==> src/rtl/acc_regop_pkg.sv <==
`timescale 1ns/1ps
package acc_regop_pkg;

    typedef enum logic [1:0] {
        MODE_IDLE    = 2'd0,
        MODE_REGOP   = 2'd1,
        MODE_MEMADD  = 2'd2,
        MODE_MEMLOAD = 2'd3
    } acc_mode_e;

    localparam int OP_W     = 12;
    localparam int B_CLR_AC = 11;
    localparam int B_CLR_E  = 10;
    localparam int B_INV_AC = 9;
    localparam int B_INV_E  = 8;
    localparam int B_ROT_R  = 7;
    localparam int B_ROT_L  = 6;
    localparam int B_INC    = 5;
    localparam int B_SK_POS = 4;
    localparam int B_SK_NEG = 3;
    localparam int B_SK_ZAC = 2;
    localparam int B_SK_ZE  = 1;
    localparam int B_HALT   = 0;
    localparam int N_SKIP   = 4;

endpackage

==> src/rtl/acc_regop_mode_sel.sv <==
`timescale 1ns/1ps
module acc_regop_mode_sel
    import acc_regop_pkg::*;
(
    input  logic      step_t3,
    input  logic      dec_op7,
    input  logic      addr_ind,
    input  logic      mem_ld,
    input  logic      mem_add,
    output acc_mode_e mode
);

    logic regop_ok;

    always_comb begin
        regop_ok = step_t3 & dec_op7 & ~addr_ind;
        if (regop_ok)
            mode = MODE_REGOP;
        else if (mem_add)
            mode = MODE_MEMADD;
        else if (mem_ld)
            mode = MODE_MEMLOAD;
        else
            mode = MODE_IDLE;
    end

endmodule

==> src/rtl/acc_regop_exec.sv <==
`timescale 1ns/1ps
module acc_regop_exec
    import acc_regop_pkg::*;
#(
    parameter int DATA_W = 16
) (
    input  acc_mode_e         mode,
    input  logic [DATA_W-1:0] acc_cur,
    input  logic              ext_cur,
    input  logic [OP_W-1:0]   ops,
    input  logic [DATA_W-1:0] operand,
    output logic [DATA_W-1:0] acc_nxt,
    output logic              ext_nxt,
    output logic              skip,
    output logic              halt
);

    localparam int MSB = DATA_W - 1;

    logic [N_SKIP-1:0] cond_hold;
    logic [N_SKIP-1:0] cond_sel;
    logic [DATA_W:0]   sum_w;

    assign cond_hold[3] = ~acc_cur[MSB];
    assign cond_hold[2] = acc_cur[MSB];
    assign cond_hold[1] = (acc_cur == '0);
    assign cond_hold[0] = ~ext_cur;

    genvar g;
    generate
        for (g = 0; g < N_SKIP; g++) begin : g_skip
            assign cond_sel[g] = ops[B_SK_ZE + g] & cond_hold[g];
        end
    endgenerate

    assign sum_w = {1'b0, acc_cur} + {1'b0, operand};

    always_comb begin
        acc_nxt = acc_cur;
        ext_nxt = ext_cur;
        skip    = 1'b0;
        halt    = 1'b0;
        unique case (mode)
            MODE_REGOP: begin
                if (ops[B_INC])
                    acc_nxt = acc_cur + 1'b1;
                if (ops[B_ROT_L]) begin
                    acc_nxt = {acc_cur[MSB-1:0], ext_cur};
                    ext_nxt = acc_cur[MSB];
                end
                if (ops[B_ROT_R]) begin
                    acc_nxt = {ext_cur, acc_cur[MSB:1]};
                    ext_nxt = acc_cur[0];
                end
                if (ops[B_INV_E])
                    ext_nxt = ~ext_cur;
                if (ops[B_INV_AC])
                    acc_nxt = ~acc_cur;
                if (ops[B_CLR_E])
                    ext_nxt = 1'b0;
                if (ops[B_CLR_AC])
                    acc_nxt = '0;
                skip = |cond_sel;
                halt = ops[B_HALT];
            end
            MODE_MEMADD: begin
                acc_nxt = sum_w[MSB:0];
                ext_nxt = sum_w[DATA_W];
            end
            MODE_MEMLOAD: begin
                acc_nxt = operand;
            end
            MODE_IDLE: begin
                acc_nxt = acc_cur;
            end
        endcase
    end

endmodule

==> src/rtl/acc_regop_unit.sv <==
`timescale 1ns/1ps
module acc_regop_unit
    import acc_regop_pkg::*;
#(
    parameter int DATA_W = 16
) (
    input  logic              clk,
    input  logic              rst_n,
    input  logic              step_t3,
    input  logic              dec_op7,
    input  logic              addr_ind,
    input  logic [11:0]       op_field,
    input  logic              mem_ld,
    input  logic              mem_add,
    input  logic [DATA_W-1:0] mem_data,
    output logic [DATA_W-1:0] acc_q,
    output logic              ext_q,
    output logic              pc_skip,
    output logic              halt_clr,
    output logic              sc_clr
);

    acc_mode_e         mode;
    logic [DATA_W-1:0] acc_nxt;
    logic              ext_nxt;
    logic              skip_w;
    logic              halt_w;

    acc_regop_mode_sel u_mode (
        .step_t3 (step_t3),
        .dec_op7 (dec_op7),
        .addr_ind(addr_ind),
        .mem_ld  (mem_ld),
        .mem_add (mem_add),
        .mode    (mode)
    );

    acc_regop_exec #(.DATA_W(DATA_W)) u_exec (
        .mode   (mode),
        .acc_cur(acc_q),
        .ext_cur(ext_q),
        .ops    (op_field),
        .operand(mem_data),
        .acc_nxt(acc_nxt),
        .ext_nxt(ext_nxt),
        .skip   (skip_w),
        .halt   (halt_w)
    );

    // State registers
    always_ff @(posedge clk or negedge rst_n) begin
        if (!rst_n) begin
            acc_q <= '0;
            ext_q <= 1'b0;
        end else begin
            acc_q <= acc_nxt;
            ext_q <= ext_nxt;
        end
    end

    // Output strobes
    always_comb begin
        sc_clr   = 1'b0;
        pc_skip  = 1'b0;
        halt_clr = 1'b0;
        unique case (mode)
            MODE_REGOP: begin
                sc_clr   = 1'b1;
                pc_skip  = skip_w;
                halt_clr = halt_w;
            end
            MODE_MEMADD, MODE_MEMLOAD, MODE_IDLE: begin
                sc_clr = 1'b0;
            end
        endcase
    end

    AST_STROBE_QUALIFIED: assert property (@(posedge clk) disable iff (!rst_n)
        (pc_skip || halt_clr || sc_clr) |-> (step_t3 && dec_op7 && !addr_ind));

    AST_IDLE_HOLD: assert property (@(posedge clk) disable iff (!rst_n)
        (!(step_t3 && dec_op7 && !addr_ind) && !mem_ld && !mem_add)
        |=> ($stable(acc_q) && $stable(ext_q)));

    AST_STROBE_WITH_CLEAR: assert property (@(posedge clk) disable iff (!rst_n)
        (pc_skip || halt_clr) |-> sc_clr);

    AST_ROT_RIGHT: assert property (@(posedge clk) disable iff (!rst_n)
        (sc_clr && op_field == 12'h080)
        |=> (acc_q == {$past(ext_q), $past(acc_q[DATA_W-1:1])} && ext_q == $past(acc_q[0])));

    AST_INC_WRAP: assert property (@(posedge clk) disable iff (!rst_n)
        (sc_clr && op_field == 12'h020)
        |=> (acc_q == DATA_W'($past(acc_q) + 1'b1) && $stable(ext_q)));

    AST_HALT_FROM_BIT0: assert property (@(posedge clk) disable iff (!rst_n)
        halt_clr |-> op_field[0]);

endmodule

==> config.mk <==
export PLATFORM = sky130hd
export DESIGN_NAME = acc_regop_unit
export DESIGN_NICKNAME = d
export VERILOG_FILES = /design/src/rtl/acc_regop_pkg.sv /design/src/rtl/acc_regop_mode_sel.sv /design/src/rtl/acc_regop_exec.sv /design/src/rtl/acc_regop_unit.sv
export SDC_FILE = /design/constraint.sdc
export NUM_CORES = 1
export LEC_CHECK = 0
export ABC_AREA = 1
export BUFFER_PORTS_ARGS = -buffer_cell sky130_fd_sc_hd__buf_2
export CORE_UTILIZATION = 60
export DETAILED_ROUTE_END_ITERATION = 8
export PLACE_DENSITY_LB_ADDON = 0.1
export SYNTH_ARGS = -nofsm -noshare
export SYNTH_HDL_FRONTEND = slang
export SYNTH_SLANG_ARGS = --single-unit
==> constraint.sdc <==
create_clock -name clk -period 4.39 [get_ports clk]
set_input_delay 1.0975 -clock clk [delete_from_list [all_inputs] [get_ports clk]]
set_output_delay 1.0975 -clock clk [all_outputs]
set_load 0.005 [all_outputs]
==> flow_summary.json, run 1 <==
{
  "status": "complete, no violations",
  "antenna_found_initial": 0,
  "r2r_slack_ns": 2.26,
  "grt_pass1_wl_mm": 13.8,
  "synth.yosys.seq_area_share_pct": 14.5,
  "fillers": 469,
  "path_cells": "inv_1 -> ha_1 -> nand3_1 -> nor3_1 -> nand3_1 -> a41oi_1 -> buf_2",
  "cts.sinks": 17,
  "setup_viol_count_final": 0,
  "cp_max_fo": 7,
  "htree_levels": 1,
  "numCtsBuffers": 3,
  "ff2ff_path_depth": 12,
  "place_hpwl_mm": 6.55,
  "min_delay_path_depth": 2,
  "start_kind": "register",
  "cts_tree": "built",
  "grt_util_all_layers_pct": 33.4,
  "synth_cells": 489,
  "end_kind": "output pin",
  "vias": 3460,
  "via_per_inst": 5.81,
  "synth_top_family_by_area": "simple AND/OR/NAND/NOR gates",
  "ios": 55,
  "cpPeakStageDelay_ns": 0.47,
  "pwr-share-comb_pct": 62.6,
  "syn_area_per_cell_um2": 6.00,
  "cell_internal_pwr_mw": 0.558,
  "synthesis.area_um2": 2930,
  "cts_root_buf": "clkbuf_8",
  "post_cts_resized": 0,
  "synth_nets": 543,
  "coreArea_um2": 4720,
  "drc_errors": 0,
  "grt_pass1_vias": 2932,
  "grt_max_degree": 26,
  "avgRoutedWirePerCell_um": 14.2,
  "wl_mm": 8.45,
  "die_w_um": 71.9,
  "postCtsSetupRepairBufs": 0,
  "path_class": "reg -> out",
  "areaGrowthSynthToFinish_pct": 7.98,
  "slew_headroom_pct": 58.2,
  "synth_fa_ha_area_share_pct": 8.36,
  "clock_skew_ns": 0.00789,
  "finalMaxSlewViolations": 0,
  "stdcell_count": 596,
  "p_sw_mw": 0.673,
  "ctsHoldBuffers": 0,
  "crit_family": "flip-flops",
  "worstMarginPinSlew_ns": 0.626,
  "synth_edf_count": 0,
  "r2r-end": "acc_q[8]",
  "startpoint": "acc_q[0]",
  "drtAntennaViolNets": 0,
  "critPathArrivalTime_ns": 1.86,
  "port_buffers": 54,
  "p_clk_share_pct": 10.1,
  "dr.pass1.iters": 5,
  "clk_latency_ns": 0.26,
  "multiInputGateArea_um2": 2090,
  "crit_top_cell": "nand3_1",
  "grt.overflow.total": 0,
  "clkTransAtPathRegs_ns": 0.08,
  "row_count": 25,
  "routabilityCongestion": 0.926,
  "cp.required_ns": 3.29,
  "hold_class": "reg -> reg",
  "whs_endpoint": "ext_q",
  "die_height_um": 71.9,
  "synth-xor-area-share_pct": 1.19,
  "synth_compound_area_share_pct": 19.5,
  "synthMuxAreaShare_pct": 0,
  "cap_violations": 0,
  "dieArea_um2": 5170,
  "finalHoldViolations": 0,
  "setup-tns-final_ns": 0,
  "drive_gt1_share_pct": 16.8,
  "synth-seq-cells": 17,
  "r2r_start": "acc_q[0]",
  "nNetsFinal": 584,
  "place_ws_ns": 1.44,
  "holdCritStartpoint": "ext_q",
  "synthTopCellsByCount": "nand2_1 (149), inv_1 (63), nand3_1 (46)",
  "synth-simple-area-share_pct": 42.1,
  "critPathBufInv": 2,
  "switching_share_pct": 54.7,
  "grt_setup_unrepaired": "no",
  "drtIter0Drc": 243,
  "power_density_nw_per_um2": 389,
  "vdd_drop_max_uv": 226,
  "netlist_top_cells_area": "nand2_1 (19%), dfrtp_1 (15%), inv_1 (8.1%), nand3_1 (7.8%), a21oi_1 (7.7%)",
  "layout_min_cycle_time_ns": 2.95,
  "diodes": 0,
  "synth_flop_cell": "dfrtp_1",
  "layout_setup_ws_ns": 1.44,
  "ys_async_sr_fraction_pct": 100,
  "finalPower_mw": 1.23,
  "p_leak_nw": 1.69,
  "yosysMostFrequentCell": "nand2_1",
  "seqPwrFrac_pct": 27.3,
  "clock_path_buffers": 2,
  "period_share_pct": 67.3,
  "start_util_pct": 62.1,
  "synth_top_area_share_pct": 19.1,
  "yosys.cell_types.count": 47,
  "synth_top_area_cell": "nand2_1",
  "slowest_stage": "dfrtp_1",
  "post-place-cells": 592,
  "seq_area_um2": 425,
  "yosysWarnings": 0,
  "fmax_ghz": 0.338
}
## worst max path at each step
stage	end	cells after the start
2_1_floorplan	pc_skip	4
3_3_place_gp	pc_skip	6
3_5_place_dp	pc_skip	6
4_1_cts	pc_skip	6
5_1_grt	pc_skip	7
6_report	pc_skip	7
## cell usage in the layout, fill, tap and decap left out, drive strengths merged
cell type    n
or2          1
o31ai        2
a211oi       1
and3         1
nor2        40
nor3         4
buf         54
a32oi        1
clkinv       2
inv         66
a41oi        1
o21bai       2
clkbuf       3
ha          18
o221ai       2
fa           1
nor4         2
o21ai       17
xor2         2
a21oi       52
a31oi        1
nand2      157
nand3       49
and2         2
o211ai       6
o22ai       11
nand3b       6
xnor2        2
dfrtp       17
nand4        6
## per-stage QoR
step           hold slack, ns  util [%]  area, um^2
2_1_floorplan           0.540         -        2930
3_3_place_gp            0.553      66.1        3120
3_5_place_dp            0.569      66.1        3120
4_1_cts                 0.588      67.0        3170
5_1_grt                 0.619      67.0        3170
6_report                0.584      67.0        3170
## area by class of cell
cell class,instances,area share [%]
clock buffers,3,1.30
clock inverters,1,0.158
inverters,67,8.02
multi-input cells,387,65.9
flip-flops and latches,17,13.4
well taps,67,2.65
repair buffers,54,8.53
## power groups by stage
stage | clock network, mW | logic [mW] | registers [mW]
floorplan | 0 | 0.632 | 0.267
finish | 0.124 | 0.771 | 0.337
detailed placement | 0 | 0.756 | 0.335
global placement | 0 | 0.743 | 0.334
CTS | 0.127 | 0.761 | 0.331
global route | 0.133 | 0.871 | 0.346
## per-layer routing
metal | track usage (%) | share of wire [%]
met3 | 4.31 | 5.7
met5 | 0 | 0
met1 | 44.9 | 45
met4 | 7.84 | 1.8
met2 | 57.1 | 47
## tightest hold or removal path: stages (launching register included)
cell and delay, ns:
dfrtp_1 0.40, nand3_1 0.09, nand2_1 0.07
## sequential cells by signal, summed over array words and instances (netlist names)
signal and count:
acc_q 16, ext_q 1
## cell families after synthesis
| logic type | after synthesis |
|---|---|
| compound gates | 96 |
| xor+xnor | 4 |
| fa+ha+maj | 19 |
| buf+inv | 85 |
| flops | 17 |
| simple gates | 268 |
(Power assumes the default switching activity.)
==> inputs of run 2 (changes only) <==
Settings changed: ABC_AREA 1 to 0, CORE_UTILIZATION 60 to 57.
Clock period 4.39 ns to 3.1 ns, I/O delays scaled along.
==> run 2 against run 1 <==
  * First-iteration DRC count increased by 45%
  * Power rose by 72%
  * Global-route usage is essentially flat
  * Clock skew about the same
  * Worst hold slack got worse by 0.13 ns
  * Die area shrank 0.51%
  * Register-to-register slack worse by 1.7 ns
  * Non-clock buffer count up 11
  * Via count is 10% lower
  * Combinational power rose by 85%
  * Core utilization shrank 0.86 points
  * Largest cell class unchanged
==> flow_summary.json, run 2 <==
{
  "status": "complete, no violations",
  "path_cells": "buf_2 -> ha_1 -> fa_1 -> a211oi_1 -> o21bai_1 -> a2111oi_0 -> a211o_1 -> xor2_1 -> o22ai_1",
  "clock_skew_ns": 0.00776,
  "p_clk_share_pct": 8.0,
  "drive_gt1_share_pct": 21.6,
  "utilization_pct": 66.2,
  "ctsHoldBuffers": 0,
  "setup_viol_count_final": 0,
  "synth_fa_ha_area_share_pct": 8.85,
  "htree_levels": 1,
  "drtIter0Drc": 353,
  "place_ws_ns": 0.146,
  "cp_max_fo": 5,
  "reg_top3": "acc_q: 16 flops, ext_q: 1 flops",
  "drtAntennaViolNets": 0,
  "start_util_pct": 59.1,
  "power_density_nw_per_um2": 681,
  "routabilityCongestion": 0.953,
  "seqPwrFrac_pct": 24.4,
  "setup-tns-final_ns": 0,
  "final_cell_mix": "buf_2 (54), a21oi_1 (34), nand2_1 (30), o21ai_0 (29), nor2_1 (27)",
  "wl_mm": 8.43,
  "dr.pass1.iters": 5,
  "grt_util_all_layers_pct": 33.3,
  "netlist_top_cells_area": "dfrtp_1 (15%), ha_1 (8.1%), a21oi_1 (6.1%), o21ai_0 (5.2%), nand2_1 (4.1%)",
  "synth_flop_cell": "dfrtp_1",
  "vdd_drop_max_uv": 497,
  "r2r_slack_ns": 0.57,
  "synth-simple-area-share_pct": 24.7,
  "post_dp_cell_area_um2": 3060,
  "final_common_cell": "buf_2",
  "grt_pass1_wl_mm": 13.5,
  "stdcell_area_um2": 3110,
  "clock_path_buffers": 2,
  "synth_top_area_cell": "dfrtp_1",
  "startpoint": "mem_data[0]",
  "synth-seq-cells": 17,
  "synth_cells": 372,
  "grt_pass1_vias": 2694,
  "avgRoutedWirePerCell_um": 18.1,
  "ff2ff_path_depth": 8,
  "hold_class": "in -> async",
  "port_buffers": 54,
  "ios": 55,
  "finalHoldViolations": 0,
  "clkTransAtPathRegs_ns": 0.07,
  "layout_setup_ws_ns": 0.338,
  "yosysMostFrequentCell": "a21oi_1",
  "largest_reg_flops": 16,
  "cp-endpoint": "acc_q[14]",
  "via_per_inst": 6.68,
  "place_hpwl_mm": 6.50,
  "grt_setup_unrepaired": "no",
  "worstMarginPinSlew_ns": 0.653,
  "cp.depth": 9,
  "yosysWarnings": 0,
  "antenna_found_initial": 0,
  "row_count": 25,
  "synthesis.area_um2": 2770,
  "crit_family": "compound AO/OA/AOI/OAI gates",
  "die_height_um": 71.7,
  "synth_edf_count": 0,
  "nNetsFinal": 467,
  "grt.overflow.total": 0,
  "switching_share_pct": 51.0,
  "cts_tree": "built",
  "cap_violations": 0,
  "finalMaxSlewViolations": 0,
  "ys_async_sr_fraction_pct": 100,
  "p_leak_nw": 1.39,
  "layout_min_cycle_time_ns": 2.76,
  "areaGrowthSynthToFinish_pct": 12.1,
  "numCtsBuffers": 3,
  "postCtsSetupRepairBufs": 0,
  "die_w_um": 71.7,
  "r2r_start": "acc_q[0]",
  "synthTopCellsByCount": "a21oi_1 (34), nand2_1 (30), o21ai_0 (29)",
  "slew_headroom_pct": 55.3,
  "synth-xor-area-share_pct": 3.16,
  "start_kind": "input pin",
  "cpPeakStageDelay_ns": 0.48,
  "cell_internal_pwr_mw": 1.04,
  "synth_top_family_by_area": "compound AO/OA/AOI/OAI gates",
  "diodes": 0,
  "grt_max_degree": 20,
  "clk_latency_ns": 0.26,
  "r2r-end": "acc_q[14]",
  "regMostFlops": "acc_q",
  "drc_errors": 0,
  "cp.required_ns": 3.23,
  "syn_area_per_cell_um2": 7.45,
  "slowest_stage": "a2111oi_0",
  "synthMuxAreaShare_pct": 4.06,
  "path_class": "in -> reg",
  "cts.sinks": 17,
  "critPathArrivalTime_ns": 2.89,
  "critPathBufInv": 1,
  "synth_nets": 426,
  "fmax_ghz": 0.362,
  "coreArea_um2": 4690,
  "synth_compound_area_share_pct": 37.4,
  "yosys.cell_types.count": 71,
  "vias": 3113,
  "end_kind": "register",
  "cts_root_buf": "clkbuf_8",
  "period_share_pct": 89.1,
  "dieArea_um2": 5150,
  "p_sw_mw": 1.08,
  "synth_top_area_share_pct": 15.3,
  "post_cts_resized": 0,
  "pwr-share-comb_pct": 67.5,
  "synth.yosys.seq_area_share_pct": 15.3
}
==> run 2: changes by cell type after synthesis, sizes merged, moves of 7 or more <==
cell	delta
a211o	+8
a211oi	+9
a21oi	-18
clkbuf	+9
inv	-54
mux2i	+9
nand2	-126
nand3	-42
nor2	-12
nor3	+8
o21ai	+14
o22ai	-7
==> run 2: power groups by stage <==
stage / Sequential (mW) / Clock [mW] / Combinational (mW)
6_report: 0.517 / 0.170 / 1.43
5_1_grt: 0.532 / 0.184 / 1.58
4_1_cts: 0.507 / 0.175 / 1.40
3_5_place_dp: 0.511 / 0 / 1.40
3_3_place_gp: 0.507 / 0 / 1.38
2_1_floorplan: 0.407 / 0 / 1.12
==> run 2: layout make-up <==
type | instances | area (um^2)
multi-input cells | 314 | 2170
fillers | 448 | 1590
flip-flops and latches | 17 | 425
repair buffers | 65 | 353
well taps | 54 | 67.6
inverters | 12 | 45.0
clock buffers | 3 | 41.3
clock inverters | 1 | 5.00
==> run 2: worst register-to-register path: stages, from the launching register on <==
cell,delay [ns]
dfrtp_1,0.39
ha_1,0.23
fa_1,0.43
a211oi_1,0.22
o21bai_1,0.20
a2111oi_0,0.48
a211o_1,0.18
xor2_1,0.17
o22ai_1,0.10
==> run 2: worst min-delay path by stage <==
stage	cells after the start	slack (ns)	startpoint	end
6_report	1	0.45	rst_n	acc_q[9]
3_3_place_gp	3	0.68	acc_q[7]	acc_q[7]
5_1_grt	1	0.47	rst_n	acc_q[9]
3_5_place_dp	3	0.70	acc_q[0]	acc_q[0]
4_1_cts	1	0.46	rst_n	acc_q[9]
2_1_floorplan	0	0.48	rst_n	acc_q[0]
==> run 2: cell families (layout without fill, tap and decap cells) <==
group | Yosys count | after routing
compound gates | 152 | 152
xor+xnor | 10 | 10
fa+ha+maj | 19 | 19
buf+inv | 41 | 81
flops | 17 | 17
mux | 11 | 11
simple gates | 122 | 122
==> run 2: through the flow <==
step | instances | power (mW) | hold WS [ns]
after floorplan | 372 | 1.52 | 0.479
after global placement | 462 | 1.88 | 0.677
after detailed placement | 462 | 1.91 | 0.700
after CTS | 466 | 2.09 | 0.459
after global routing | 466 | 2.30 | 0.470
final | 466 | 2.12 | 0.455
==> run 2: layer usage <==
| metal | global-route usage (%) | vias up | wire (um) |
|---|---|---|---|
| met5 | 0 | - | 0 |
| met4 | 8.50 | 0 | 104 |
| met3 | 5.06 | 12 | 827 |
| met2 | 50.6 | 169 | 3790 |
| met1 | 49.2 | 1427 | 3710 |
| li1 | - | 1505 | - |
==> inputs of run 3 (changes only) <==
Settings changed: SYNTH_HIERARCHICAL set to 1.
==> run 3 against run 2 <==
  * The flow now finishes with violations (design-rule violations)
  * Final cell count down 4.5%
  * Register-to-register slack worse by 0.17 ns
  * Via count down 7.2%
  * Combinational power up 8%
  * Core utilization up 1.7 points
  * Clock skew down 0.0063 ns
  * Non-clock buffer count down 1
  * Sequential share of layout area up 0.41 points
  * Wire length down 11%
  * Critical path depth down 1
  * Critical path type is now reg -> out
  * Critical endpoint is now pc_skip
==> flow_summary.json, run 3 <==
{
  "ios": 55,
  "clkTransAtPathRegs_ns": 0.06,
  "cts_tree": "built",
  "syn_area_per_cell_um2": 7.60,
  "grt_setup_unrepaired": "no",
  "row_count": 24,
  "synth-seq-cells": 17,
  "clk_latency_ns": 0.25,
  "start_kind": "register",
  "period_share_pct": 93.0,
  "numCtsBuffers": 3,
  "ctsHoldBuffers": 0,
  "yosysWarnings": 6,
  "drtAntennaViolNets": 0,
  "synth_edf_count": 0,
  "worstMarginPinSlew_ns": 0.693,
  "yosysMostFrequentCell": "a21oi_1",
  "synth_flop_cell": "dfrtp_1",
  "largest_reg_flops": 16,
  "dr.pass1.iters": 7,
  "vias": 2890,
  "switching_share_pct": 50.0,
  "netlist_top_cells_area": "dfrtp_1 (16%), ha_1 (10%), a21oi_1 (6.9%), o21ai_0 (5.2%), nand2_1 (3.5%)",
  "finalHoldViolations": 0,
  "setup_viol_count_final": 0,
  "yosys.cell_types.count": 71,
  "via_per_inst": 6.49,
  "fillers": 414,
  "place_ws_ns": 0.0914,
  "pwr-share-comb_pct": 69.0,
  "cp_max_fo": 8,
  "hold_class": "in -> async",
  "synth.yosys.seq_area_share_pct": 15.9,
  "grt_max_degree": 33,
  "p_clk_share_pct": 7.2,
  "drive_gt1_share_pct": 22.9,
  "drc_errors": 2,
  "cell_internal_pwr_mw": 1.13,
  "seqPwrFrac_pct": 23.8,
  "avgRoutedWirePerCell_um": 16.9,
  "synth_top_area_share_pct": 15.9,
  "areaGrowthSynthToFinish_pct": 12.4,
  "htree_levels": 1,
  "finalMaxSlewViolations": 0,
  "post_dp_cell_area_um2": 2970,
  "postCtsSetupRepairBufs": 0,
  "die_w_um": 70.6,
  "routabilityCongestion": 0.879,
  "die_height_um": 70.6,
  "coreArea_um2": 4440,
  "violations": "design-rule violations",
  "setup-tns-final_ns": 0,
  "synth_top_area_cell": "dfrtp_1",
  "nNetsFinal": 452,
  "clock_skew_ns": 0.00145,
  "layout_setup_ws_ns": 0.216,
  "grt_pass1_vias": 2468,
  "synth_cells": 353,
  "cts.sinks": 17,
  "p_leak_nw": 1.37,
  "synth_nets": 411,
  "final_cell_mix": "buf_2 (54), a21oi_1 (37), o21ai_0 (28), nand2_1 (25), nor2_1 (23)",
  "grt_util_all_layers_pct": 30.8,
  "cap_violations": 0,
  "path_class": "reg -> out",
  "layout_min_cycle_time_ns": 2.88,
  "power_density_nw_per_um2": 746,
  "vdd_drop_max_uv": 453,
  "synthesis.area_um2": 2680,
  "port_buffers": 54,
  "drtIter0Drc": 365,
  "finalPower_mw": 2.25,
  "holdWs_ns": 0.431,
  "synthTopCellsByCount": "a21oi_1 (37), o21ai_0 (28), nand2_1 (25)",
  "r2r_slack_ns": 0.40,
  "fmax_ghz": 0.347,
  "diodes": 0,
  "regMostFlops": "acc_q",
  "p_sw_mw": 1.12,
  "place_hpwl_mm": 5.77,
  "clock_path_buffers": 2,
  "antenna_found_initial": 0,
  "stdcell_area_um2": 3020,
  "cp.required_ns": 2.32,
  "ys_async_sr_fraction_pct": 100,
  "end_kind": "output pin",
  "wl_mm": 7.52,
  "start_util_pct": 60.4,
  "grt_pass1_wl_mm": 12.3,
  "status": "finished, violations left",
  "final_common_cell": "buf_2",
  "post_cts_resized": 0,
  "slew_headroom_pct": 52.6,
  "dieArea_um2": 4990,
  "reg_top3": "acc_q: 16 flops, ext_q: 1 flops",
  "critPathArrivalTime_ns": 2.11,
  "cts_root_buf": "clkbuf_8",
  "grt.overflow.total": 0
}
run 3: cell count changes after synthesis, moves of 5 or more:
cell | previous run | this run
a222oi_1 | 3 | 8
nand2_1 | 30 | 25
buf_2 | 18 | 8
a211oi_1 | 10 | 5
a22oi_1 | 0 | 5
a31oi_1 | 7 | 2
a211o_1 | 7 | 2
clkbuf_1 | 10 | 17
inv_1 | 11 | 17
run 3: power by group through the flow:
stage	Sequential (mW)	Clock [mW]	Combinational, mW
CTS	0.527	0.162	1.53
floorplan	0.455	0	1.16
finish	0.535	0.162	1.55
global placement	0.524	0	1.50
global route	0.556	0.177	1.72
detailed placement	0.531	0	1.52
run 3: cells by family (layout without fill, tap and decap cells):
group	after synthesis	in the layout	synth area share, %
buffers and inverters	45	85	6.99
XOR/XNOR	14	14	4.57
adder cells (fa/ha/maj)	23	23	11.0
flip-flops	17	17	15.9
AO/OA/AOI/OAI	142	142	35.3
multiplexers	13	13	5.03
AND/OR/NAND/NOR	99	99	21.2
run 3: layer usage:
layer  global-route usage [%]  vias up  routed length [um]
met5                        0        -                   0
met4                     8.67        0                 104
met3                     2.28        8                 617
met2                     46.8      148                3260
met1                     47.0     1318                3530
li1                         -     1416                   -
run 3: worst paths after layout:
path,end,cells past startpoint,start
setup / recovery,pc_skip,8,acc_q[1]
hold / removal,acc_q[5],1,rst_n
min in group clk,acc_q[6],3,acc_q[6]
max in group asynchronous,acc_q[11],1,rst_n
hold reg to reg,acc_q[6],3,acc_q[6]
setup reg to reg,acc_q[15],9,acc_q[1]
run 3: worst max-delay path, cell delays in order, from the launching register on:
cell     delay, ns
dfrtp_1       0.47
inv_1         0.15
ha_1          0.21
and3_1        0.19
a41oi_1       0.24
o21ai_0       0.11
and2_1        0.17
and3b_2       0.19
buf_2         0.12
run 3: cell type report:
class | count | area (um^2) | area share [%]
sequential | 17 | 425 | 14.1
timing repair buffer | 64 | 345 | 11.5
clock buffer | 4 | 45.0 | 1.49
tap | 52 | 65.1 | 2.16
multi-input combinational | 291 | 2070 | 68.7
inverter | 17 | 63.8 | 2.12
run 3: stage by stage:
stage | utilization (%) | instances
after floorplan | - | 353
after global placement | 66.8 | 441
after detailed placement | 66.8 | 441
after CTS | 67.8 | 445
after global routing | 67.8 | 445
final | 67.8 | 445
